==> src/rtl/wdg_pkg.sv <==
package wdg_pkg;
  localparam int unsigned DLY_W   = 2;
  localparam int unsigned NUM_SEL = 1 << DLY_W;

  typedef logic [DLY_W-1:0] dly_sel_t;

  function automatic int unsigned max_of4(int unsigned a, int unsigned b,
                                          int unsigned c, int unsigned d);
    int unsigned m;
    m = a;
    if (b > m) m = b;
    if (c > m) m = c;
    if (d > m) m = d;
    return m;
  endfunction
endpackage

==> src/rtl/wdg_cfg_regs.sv <==
module wdg_cfg_regs
  import wdg_pkg::*;
#(
  parameter int unsigned CNT_W   = 16,
  parameter int unsigned TICKS_0 = 1000,
  parameter int unsigned TICKS_1 = 4000,
  parameter int unsigned TICKS_2 = 16000,
  parameter int unsigned TICKS_3 = 64000
) (
  input  logic             clk_i,
  input  logic             rst_ni,
  input  logic             en_wr_i,
  input  logic             en_val_i,
  input  logic             dly_wr_i,
  input  dly_sel_t         dly_val_i,
  output logic             en_o,
  output logic [CNT_W-1:0] reload_o
);
  localparam int unsigned TBL [NUM_SEL] = '{TICKS_0, TICKS_1, TICKS_2, TICKS_3};

  logic             en_q;
  dly_sel_t         dly_q;
  logic [CNT_W-1:0] tick_tbl [NUM_SEL];

  for (genvar i = 0; i < NUM_SEL; i++) begin : g_tbl
    assign tick_tbl[i] = CNT_W'(TBL[i]);
  end

  always_ff @(posedge clk_i or negedge rst_ni) begin
    if (!rst_ni) begin
      en_q  <= 1'b0;
      dly_q <= '0;
    end else begin
      if (en_wr_i)  en_q  <= en_val_i;
      if (dly_wr_i) dly_q <= dly_val_i;
    end
  end

  assign en_o     = en_q;
  assign reload_o = tick_tbl[dly_q];
endmodule

==> src/rtl/wdg_timer.sv <==
module wdg_timer #(
  parameter int unsigned CNT_W = 16
) (
  input  logic             clk_i,
  input  logic             rst_ni,
  input  logic             run_i,
  input  logic             kick_i,
  input  logic [CNT_W-1:0] reload_i,
  output logic             expire_o
);
  logic [CNT_W-1:0] cnt_q;
  logic             last_tick;

  assign last_tick = (cnt_q <= CNT_W'(1));
  assign expire_o  = run_i && !kick_i && last_tick;

  always_ff @(posedge clk_i or negedge rst_ni) begin
    if (!rst_ni) begin
      cnt_q <= '0;
    end else if (!run_i || kick_i || last_tick) begin
      cnt_q <= reload_i;
    end else begin
      cnt_q <= cnt_q - CNT_W'(1);
    end
  end

  p_count_down_r2: assert property (@(posedge clk_i) disable iff (!rst_ni)
    (run_i && !kick_i && cnt_q > CNT_W'(1)) |=> (cnt_q == $past(cnt_q) - CNT_W'(1)));

  p_kick_reload_r3: assert property (@(posedge clk_i) disable iff (!rst_ni)
    (run_i && kick_i) |=> (cnt_q == $past(reload_i)));

  p_hold_stopped_r9: assert property (@(posedge clk_i) disable iff (!rst_ni)
    !run_i |=> (cnt_q == $past(reload_i)));
endmodule

==> src/rtl/wdg_fault_latch.sv <==
module wdg_fault_latch (
  input  logic clk_i,
  input  logic rst_ni,
  input  logic set_i,
  input  logic clr_i,
  output logic fault_o
);
  logic fault_q;

  // expiry wins over a clear in the same cycle
  always_ff @(posedge clk_i or negedge rst_ni) begin
    if (!rst_ni)      fault_q <= 1'b0;
    else if (set_i)   fault_q <= 1'b1;
    else if (clr_i)   fault_q <= 1'b0;
  end

  assign fault_o = fault_q;

  p_set_r6: assert property (@(posedge clk_i) disable iff (!rst_ni)
    set_i |=> fault_q);

  p_fault_sticky_r7: assert property (@(posedge clk_i) disable iff (!rst_ni)
    (fault_q && !clr_i) |=> fault_q);

  p_clear_r8: assert property (@(posedge clk_i) disable iff (!rst_ni)
    (clr_i && !set_i) |=> !fault_q);
endmodule

==> src/rtl/ctrl_watchdog.sv <==
module ctrl_watchdog
  import wdg_pkg::*;
#(
  parameter int unsigned ADDR_W    = 7,
  parameter int unsigned KICK_ADDR = 0,
  parameter int unsigned TICKS_0   = 1000,
  parameter int unsigned TICKS_1   = 4000,
  parameter int unsigned TICKS_2   = 16000,
  parameter int unsigned TICKS_3   = 64000
) (
  input  logic              clk_i,
  input  logic              rst_ni,
  input  logic              rd_stb_i,
  input  logic [ADDR_W-1:0] rd_addr_i,
  input  logic              en_wr_i,
  input  logic              en_val_i,
  input  logic              dly_wr_i,
  input  logic [1:0]        dly_val_i,
  input  logic              clr_wr_i,
  input  logic              clr_val_i,
  output logic              wd_fault_o,
  output logic              wd_fault_no,
  output logic              halt_o
);
  localparam int unsigned MAX_TICKS = max_of4(TICKS_0, TICKS_1, TICKS_2, TICKS_3);
  localparam int unsigned CNT_W     = $clog2(MAX_TICKS + 1);

  logic             en;
  logic [CNT_W-1:0] reload;
  logic             kick;
  logic             clr;
  logic             expire;
  logic             fault;

  assign kick = rd_stb_i && (rd_addr_i == ADDR_W'(KICK_ADDR));
  assign clr  = clr_wr_i && clr_val_i;

  wdg_cfg_regs #(
    .CNT_W   (CNT_W),
    .TICKS_0 (TICKS_0),
    .TICKS_1 (TICKS_1),
    .TICKS_2 (TICKS_2),
    .TICKS_3 (TICKS_3)
  ) u_cfg (
    .clk_i     (clk_i),
    .rst_ni    (rst_ni),
    .en_wr_i   (en_wr_i),
    .en_val_i  (en_val_i),
    .dly_wr_i  (dly_wr_i),
    .dly_val_i (dly_val_i),
    .en_o      (en),
    .reload_o  (reload)
  );

  wdg_timer #(
    .CNT_W (CNT_W)
  ) u_timer (
    .clk_i    (clk_i),
    .rst_ni   (rst_ni),
    .run_i    (en && !fault),
    .kick_i   (kick),
    .reload_i (reload),
    .expire_o (expire)
  );

  wdg_fault_latch u_fault (
    .clk_i   (clk_i),
    .rst_ni  (rst_ni),
    .set_i   (expire),
    .clr_i   (clr),
    .fault_o (fault)
  );

  assign wd_fault_o  = fault;
  assign wd_fault_no = ~fault;
  assign halt_o      = fault;

  p_no_expire_disabled_r1: assert property (@(posedge clk_i) disable iff (!rst_ni)
    !en |-> !expire);

  p_kick_blocks_expire_r4: assert property (@(posedge clk_i) disable iff (!rst_ni)
    (kick && !fault && !clr) |=> !wd_fault_o);
endmodule

==> config.mk <==
export PLATFORM = sky130hd
export DESIGN_NAME = ctrl_watchdog
export DESIGN_NICKNAME = d
export VERILOG_FILES = /design/src/rtl/wdg_pkg.sv /design/src/rtl/wdg_cfg_regs.sv /design/src/rtl/wdg_timer.sv /design/src/rtl/wdg_fault_latch.sv /design/src/rtl/ctrl_watchdog.sv
export SDC_FILE = /design/constraint.sdc
export NUM_CORES = 1
export LEC_CHECK = 0
export BUFFER_PORTS_ARGS = -buffer_cell sky130_fd_sc_hd__clkbuf_2
export CAP_MARGIN = 10
export CORE_UTILIZATION = 45
export DETAILED_ROUTE_END_ITERATION = 12
export PLACE_DENSITY = 0.67
export SETUP_SLACK_MARGIN = 0.05
export SLEW_MARGIN = 10
export SYNTH_ARGS = -nofsm -noshare
export SYNTH_HDL_FRONTEND = slang
export SYNTH_SLANG_ARGS = --single-unit
==> constraint.sdc <==
create_clock -name clk_i -period 3.32 [get_ports clk_i]
set_input_delay 0.166 -clock clk_i [delete_from_list [all_inputs] [get_ports clk_i]]
set_output_delay 0.166 -clock clk_i [all_outputs]
set_load 0.01 [all_outputs]
# Yosys cells after proc, flatten, opt, wreduce, memory -nomap -nowiden
# Index checks and enable logic that the tools add are counted.
# classes
add_sub_neg	1
n_lt_le_gt_ge	2
n_mux	6
bitwise_logic	2
n_reduce_logical	12
# ops
op	count
16-bit two-way mux	3
16-bit binary-select mux with 2-bit select	1
16-bit by 1-bit less-or-equal comparator with 1-bit output, second input constant	1
16-bit by 1-bit subtractor with 16-bit output, second input constant	1
7-bit logical NOT	1
1-bit logical AND	5
3-bit greater-or-equal comparator, second input constant	1
1-bit logical NOT	3
2-bit NOT with 3-bit output	1
1-bit logical OR	2
1-bit two-way mux	2
2-bit nonzero test	1
1-bit NOT	1
# totals
register_bits	20
in_bits	17

# Depth between registers and ports, before layout
# logic_depth
ltp_word	6
ltp_mapped	6

# By module
# From an unflattened synthesis, not the netlist that was laid out.
# hier_totals
hier_cells	123
hier_area_um2	1331.3
# by_module_without_submodules
module	instances	cells_per_inst	area_per_inst_um2
wdg_timer	1	87	994.7
wdg_cfg_regs	1	26	256.5
ctrl_watchdog	1	7	43.8
wdg_fault_latch	1	3	36.3

# Least setup slack after synthesis
# No wires, ideal clock.
# synth_path
path_kind	reg2reg
start	reg u_timer.cnt_q[10]
end	reg u_timer.cnt_q[11]
setup_ns	0.126
arrival_time_ns	1.668
path_slack_ns	1.526
path_stages_with_launch	5
path_buffers	1
period_less_slack_ns	1.794
cell_sequence	dfrtp_1 or4_4 o41a_1 buf_6 mux2i_1
# synth_via
elab_chain_cells	3
# synth_rtl
element	line	source
start, declared	wdg_timer.sv:11	logic [CNT_W-1:0] cnt_q;
start signal, assigned	wdg_timer.sv:21	cnt_q <= reload_i;
start signal, assigned	wdg_timer.sv:23	cnt_q <= cnt_q - CNT_W'(1);
16-bit by 1-bit less-or-equal comparator with 1-bit output	wdg_timer.sv:14	assign last_tick = (cnt_q <= CNT_W'(1));
1-bit logical OR	wdg_timer.sv:20	end else if (!run_i || kick_i || last_tick) begin
16-bit two-way mux *	wdg_timer.sv:20	
# Every way passes the cells marked *; elsewhere a longest branch is shown, timed or not.
# A chain may end at the register's enable or synchronous reset.

# Worst setup path after layout
# layout_path
start	reg u_timer.cnt_q[10]
end	reg u_timer.cnt_q[14]
# Same word-level chain as after synthesis.

==> out/qor.csv <==
stage,metric,value,unit
timing,timing-limited maximum frequency,485.2,MHz
run_status,status,"finished, final reports clean",
die,horizontal extent of the die,50.90,um
routing,Post-route DRC,0,
grt,Overall Global Routing Usage,19.37,%
place,number of instances in the placed design,153,
grt,global routing usage on met3,2.679,%
power,clock power share,18.0,%
cells_and_area,antenna cells,0,
worst_setup_path,Critical path buffers and inverters,0,
job,number of max-cap violations,0,
worst_setup_path,critical path data arrival time,2.22,ns
cells_and_area,final cell count without fillers,157,
cts,Clock Root Buffer,sky130_fd_sc_hd__clkbuf_4,
worst_hold_path,Hold Path Cell Cnt,3,
timing,RSZ-0062 raised after global routing,false,
routing,via count normalized by instance count,5.331,
grt,initial antenna violation count,0,
power,reported net switching power,0.2158,mW
cts,number of post-CTS setup repair buffers,0,
routing,detail-routed net length per standard cell,13.39,um
worst_setup_path,nature of the critical path endpoint,flop,
worst_setup_path,ordered list of cells on the worst path,or4_4 > o41a_1 > nor2_1 > a31oi_1,
cts,number of H-tree branching levels,1,
die,vertical die dimension,50.90,um
die,die area,2591,um^2
worst_hold_path,Worst Min Path Start,dly_val_i[1],
synthesis,synthesized area divided by synthesized cell count,9.963,um^2
timing,aggregate negative setup slack,0,ns
cells_and_area,proportion of layout cells with a drive suffix above 1,20.16,%
die,number of primary I/O pins,20,
routing,number of iterations in the first detailed-routing pass,4,
grt,global route total overflow,0,
grt,global-route layer with the greatest usage,met2,
worst_setup_path,Worst path depth,4,
cts,number of buffers on the longest clock path,2,
synthesis,share of synthesized registers carrying an async set or reset,100.0,%
timing,transition time at the pin with the least slew margin,0.5712,ns
synthesis,top cells by area in the synthesized netlist,"sky130_fd_sc_hd__dfrtp_1 47%, sky130_fd_sc_hd__ha_1 7.0%, sky130_fd_sc_hd__nor2_1 5.2%, sky130_fd_sc_hd__xnor2_1 4.9%, sky130_fd_sc_hd__a21oi_1 4.7%",
place,Placer Congestion,0.8493,
power,power density over cell area,510.4,nW/um^2
grt,first-pass GRT wire length,3.546,mm
worst_hold_path,class of the worst hold path,primary input to flop,
cts,Worst-Skew Late Latency,0.29,ns
cts,"CTS clk-pin slew, worst paths",0.10,ns
die,site row count,17,
worst_setup_path,critical path launch point,u_timer.cnt_q[10]$_DFF_PN0_,
worst_setup_path,kind of start point of the critical path,flop,
timing,setup skew after layout,0.002894,ns
cts,clock tree from TritonCTS,built,
synthesis,#FFs+latches synth,20,
worst_setup_path,worst reg-to-reg path cell count,4,
cells_and_area,synthesis-to-layout area growth,13.37,%
worst_hold_path,Worst Hold End,u_cfg.dly_q[1]$_DFFE_PN0P_,
power,Final Power,0.6227,mW
grt,global-route met2 utilization,33.33,%
routing,number of nets still failing antenna checks after routing,0,
timing,slew margin rel.,61.79,%
synthesis,"Top FF cell, synth",sky130_fd_sc_hd__dfrtp_1,
grt,number of global-route vias before repair,849,
routing,routed via count,837,
worst_setup_path,setup slack of the worst register-to-register path,1.26,ns
synthesis,number of unique standard cell types used by synthesis,29,
power,Seq pwr share,54.6,%
timing,minimum period implied by the final worst setup slack,2.061,ns
synthesis,netlist area before placement,1076,um^2
grt,largest net degree at the start of global routing,21,
die,area of the core region,2233,um^2
worst_setup_path,required time worst endpoint,3.47,ns
worst_setup_path,worst flop-to-flop path startpoint,u_timer.cnt_q[10]$_DFF_PN0_,
synthesis,share of the synthesized area in the top cell type,46.51,%
place,port buffer count,19,
power,internal power consumption,0.4069,mW
synthesis,fraction of the yosys area taken by sequential cells,46.51,%
cts,sinks on the clock net,20,
synthesis,count of warnings emitted by yosys,0,
timing,fin crit share,62.08,%
timing,Hold Fails Final Rpt,0,
place,DP Wirelength,1.601,mm
routing,DRT Wirelength,2.102,mm
timing,number of failing setup endpoints in the final timing report,0,
grt,met1 track demand over resource in global routing,21.90,%
cells_and_area,Nets,154,
power,fraction of power spent switching nets,34.66,%
die,initial cell density of the core,48.18,%
routing,violation count after the first detailed-routing iteration,22,
worst_setup_path,type of the worst setup path,flop to flop,
worst_setup_path,CP max-delay cell,sky130_fd_sc_hd__or4_4,
worst_setup_path,category of cells accounting for the largest share of critical-path delay,simple AND/OR/NAND/NOR gates,
cts,clock buffer count from CTS,3,
synthesis,gate count of the mapped netlist,108,
worst_setup_path,r2r endpoint,u_timer.cnt_q[14]$_DFF_PN0_,
power,Max IR drop VDD,0.0003271,V
synthesis,"EDFF count, synth",0,
power,LEAKAGE,0.5414,nW
power,Gate power share,27.4,%
synthesis,cell accounting for the most synthesized area,sky130_fd_sc_hd__dfrtp_1,
worst_setup_path,Critical Path Fanout Max,14,
timing,Final Max Tran Viols,0,
synthesis,synthesized net count,131,
worst_setup_path,slowest cell delay on critical path,0.60,ns
-- registers in the layout, indices dropped and copies added (netlist names) --
| signal | flops |
|---|---|
| u_cfg.dly_q | 2 |
| u_cfg.en_o | 1 |
| u_fault.fault_o | 1 |
| u_timer.cnt_q | 16 |
-- final cells by class --
cell class                 count  area, um^2
timing repair buffer          20       105.1
fill                         194        1013
sequential                    20       500.5
inverter                       5       18.77
tap                           28       35.03
clock buffer                   3       22.52
multi-input combinational     81       538.0
-- per-stage QoR --
stage	utilization (%)	cell area [um^2]	setup slack [ns]	hold slack, ns
global route	54.62	1220	1.070	0.05221
finish	54.62	1220	1.259	0.07655
floorplan	-	1076	1.526	-0.1296
detailed placement	53.17	1187	1.294	0.1591
global placement	53.17	1187	1.324	0.1539
CTS	54.62	1220	1.273	0.06551
-- cell usage after synthesis (2+ instances only) --
library cell              number
sky130_fd_sc_hd__a21oi_1      10
sky130_fd_sc_hd__dfrtp_1      20
sky130_fd_sc_hd__ha_1          6
sky130_fd_sc_hd__inv_1         5
sky130_fd_sc_hd__nand2_1      10
sky130_fd_sc_hd__nand3_1       5
sky130_fd_sc_hd__nor2_1       15
sky130_fd_sc_hd__nor3_1        2
sky130_fd_sc_hd__nor4_1        3
sky130_fd_sc_hd__o21ai_0       4
sky130_fd_sc_hd__xnor2_1       6
sky130_fd_sc_hd__xor2_1        5
-- worst reg2reg max path, stage by stage, from the launching register on --
cell and delay, ns:
sky130_fd_sc_hd__dfrtp_1 0.45, sky130_fd_sc_hd__or4_4 0.60, sky130_fd_sc_hd__o41a_1 0.60, sky130_fd_sc_hd__nor2_1 0.22
sky130_fd_sc_hd__a31oi_1 0.06
-- cell usage in the layout, fill, tap and decap left out, types with 2 or more instances in the layout --
| master | n |
|---|---|
| sky130_fd_sc_hd__nor4_1 | 3 |
| sky130_fd_sc_hd__ha_1 | 6 |
| sky130_fd_sc_hd__clkbuf_2 | 19 |
| sky130_fd_sc_hd__nor3_1 | 2 |
| sky130_fd_sc_hd__nand2_1 | 10 |
| sky130_fd_sc_hd__a21oi_1 | 10 |
| sky130_fd_sc_hd__nand3_1 | 5 |
| sky130_fd_sc_hd__dfrtp_1 | 20 |
| sky130_fd_sc_hd__o21ai_0 | 4 |
| sky130_fd_sc_hd__xor2_1 | 5 |
| sky130_fd_sc_hd__nor2_1 | 15 |
| sky130_fd_sc_hd__xnor2_1 | 6 |
| sky130_fd_sc_hd__clkbuf_4 | 3 |
| sky130_fd_sc_hd__inv_1 | 5 |
-- logic make-up (layout without fill, tap and decap cells) --
family / Yosys count / in the layout / share of synthesized area, %
and+or+nand+nor: 42 / 42 / 19.07
AOI/OAI and AO/OA: 20 / 20 / 13.02
DFF: 20 / 20 / 46.51
xor gates and xnor gates: 11 / 11 / 8.953
buffers and inverters: 7 / 28 / 3.489
adders and majority gates: 6 / 6 / 6.977
muxes: 2 / 2 / 1.977
-- worst max-delay path by stage --
stage	slack (ns)	endpoint
global route	1.07	u_timer.cnt_q[15]$_DFF_PN0_
CTS	1.27	u_timer.cnt_q[14]$_DFF_PN0_
floorplan	1.53	u_timer.cnt_q[11]$_DFF_PN0_
finish	1.26	u_timer.cnt_q[14]$_DFF_PN0_
detailed placement	1.29	u_timer.cnt_q[14]$_DFF_PN0_
global placement	1.32	u_timer.cnt_q[6]$_DFF_PN0_
-- routing by layer --
layer | vias up | share of wire [%]
li1 | 417 | -
met3 | 6 | 3.9
met5 | - | 0
met2 | 34 | 49
met4 | 0 | 2.9
met1 | 380 | 44
-- power by group through the flow --
stage | clock, mW | combinational, mW | sequential (mW)
after global placement | 0 | 0.168 | 0.342
after global routing | 0.129 | 0.194 | 0.349
after CTS | 0.116 | 0.173 | 0.340
final | 0.112 | 0.171 | 0.340
after detailed placement | 0 | 0.170 | 0.345
after floorplan | 0 | 0.132 | 0.332
-- timing repair --
| item | in CTS | in global routing |
|---|---|---|
| resized for setup | 0 | 0 |
| hold buffers | 1 | 0 |
| endpoints found under the hold margin | 20 | 0 |
No activity file was read; power rests on OpenSTA's default activity.
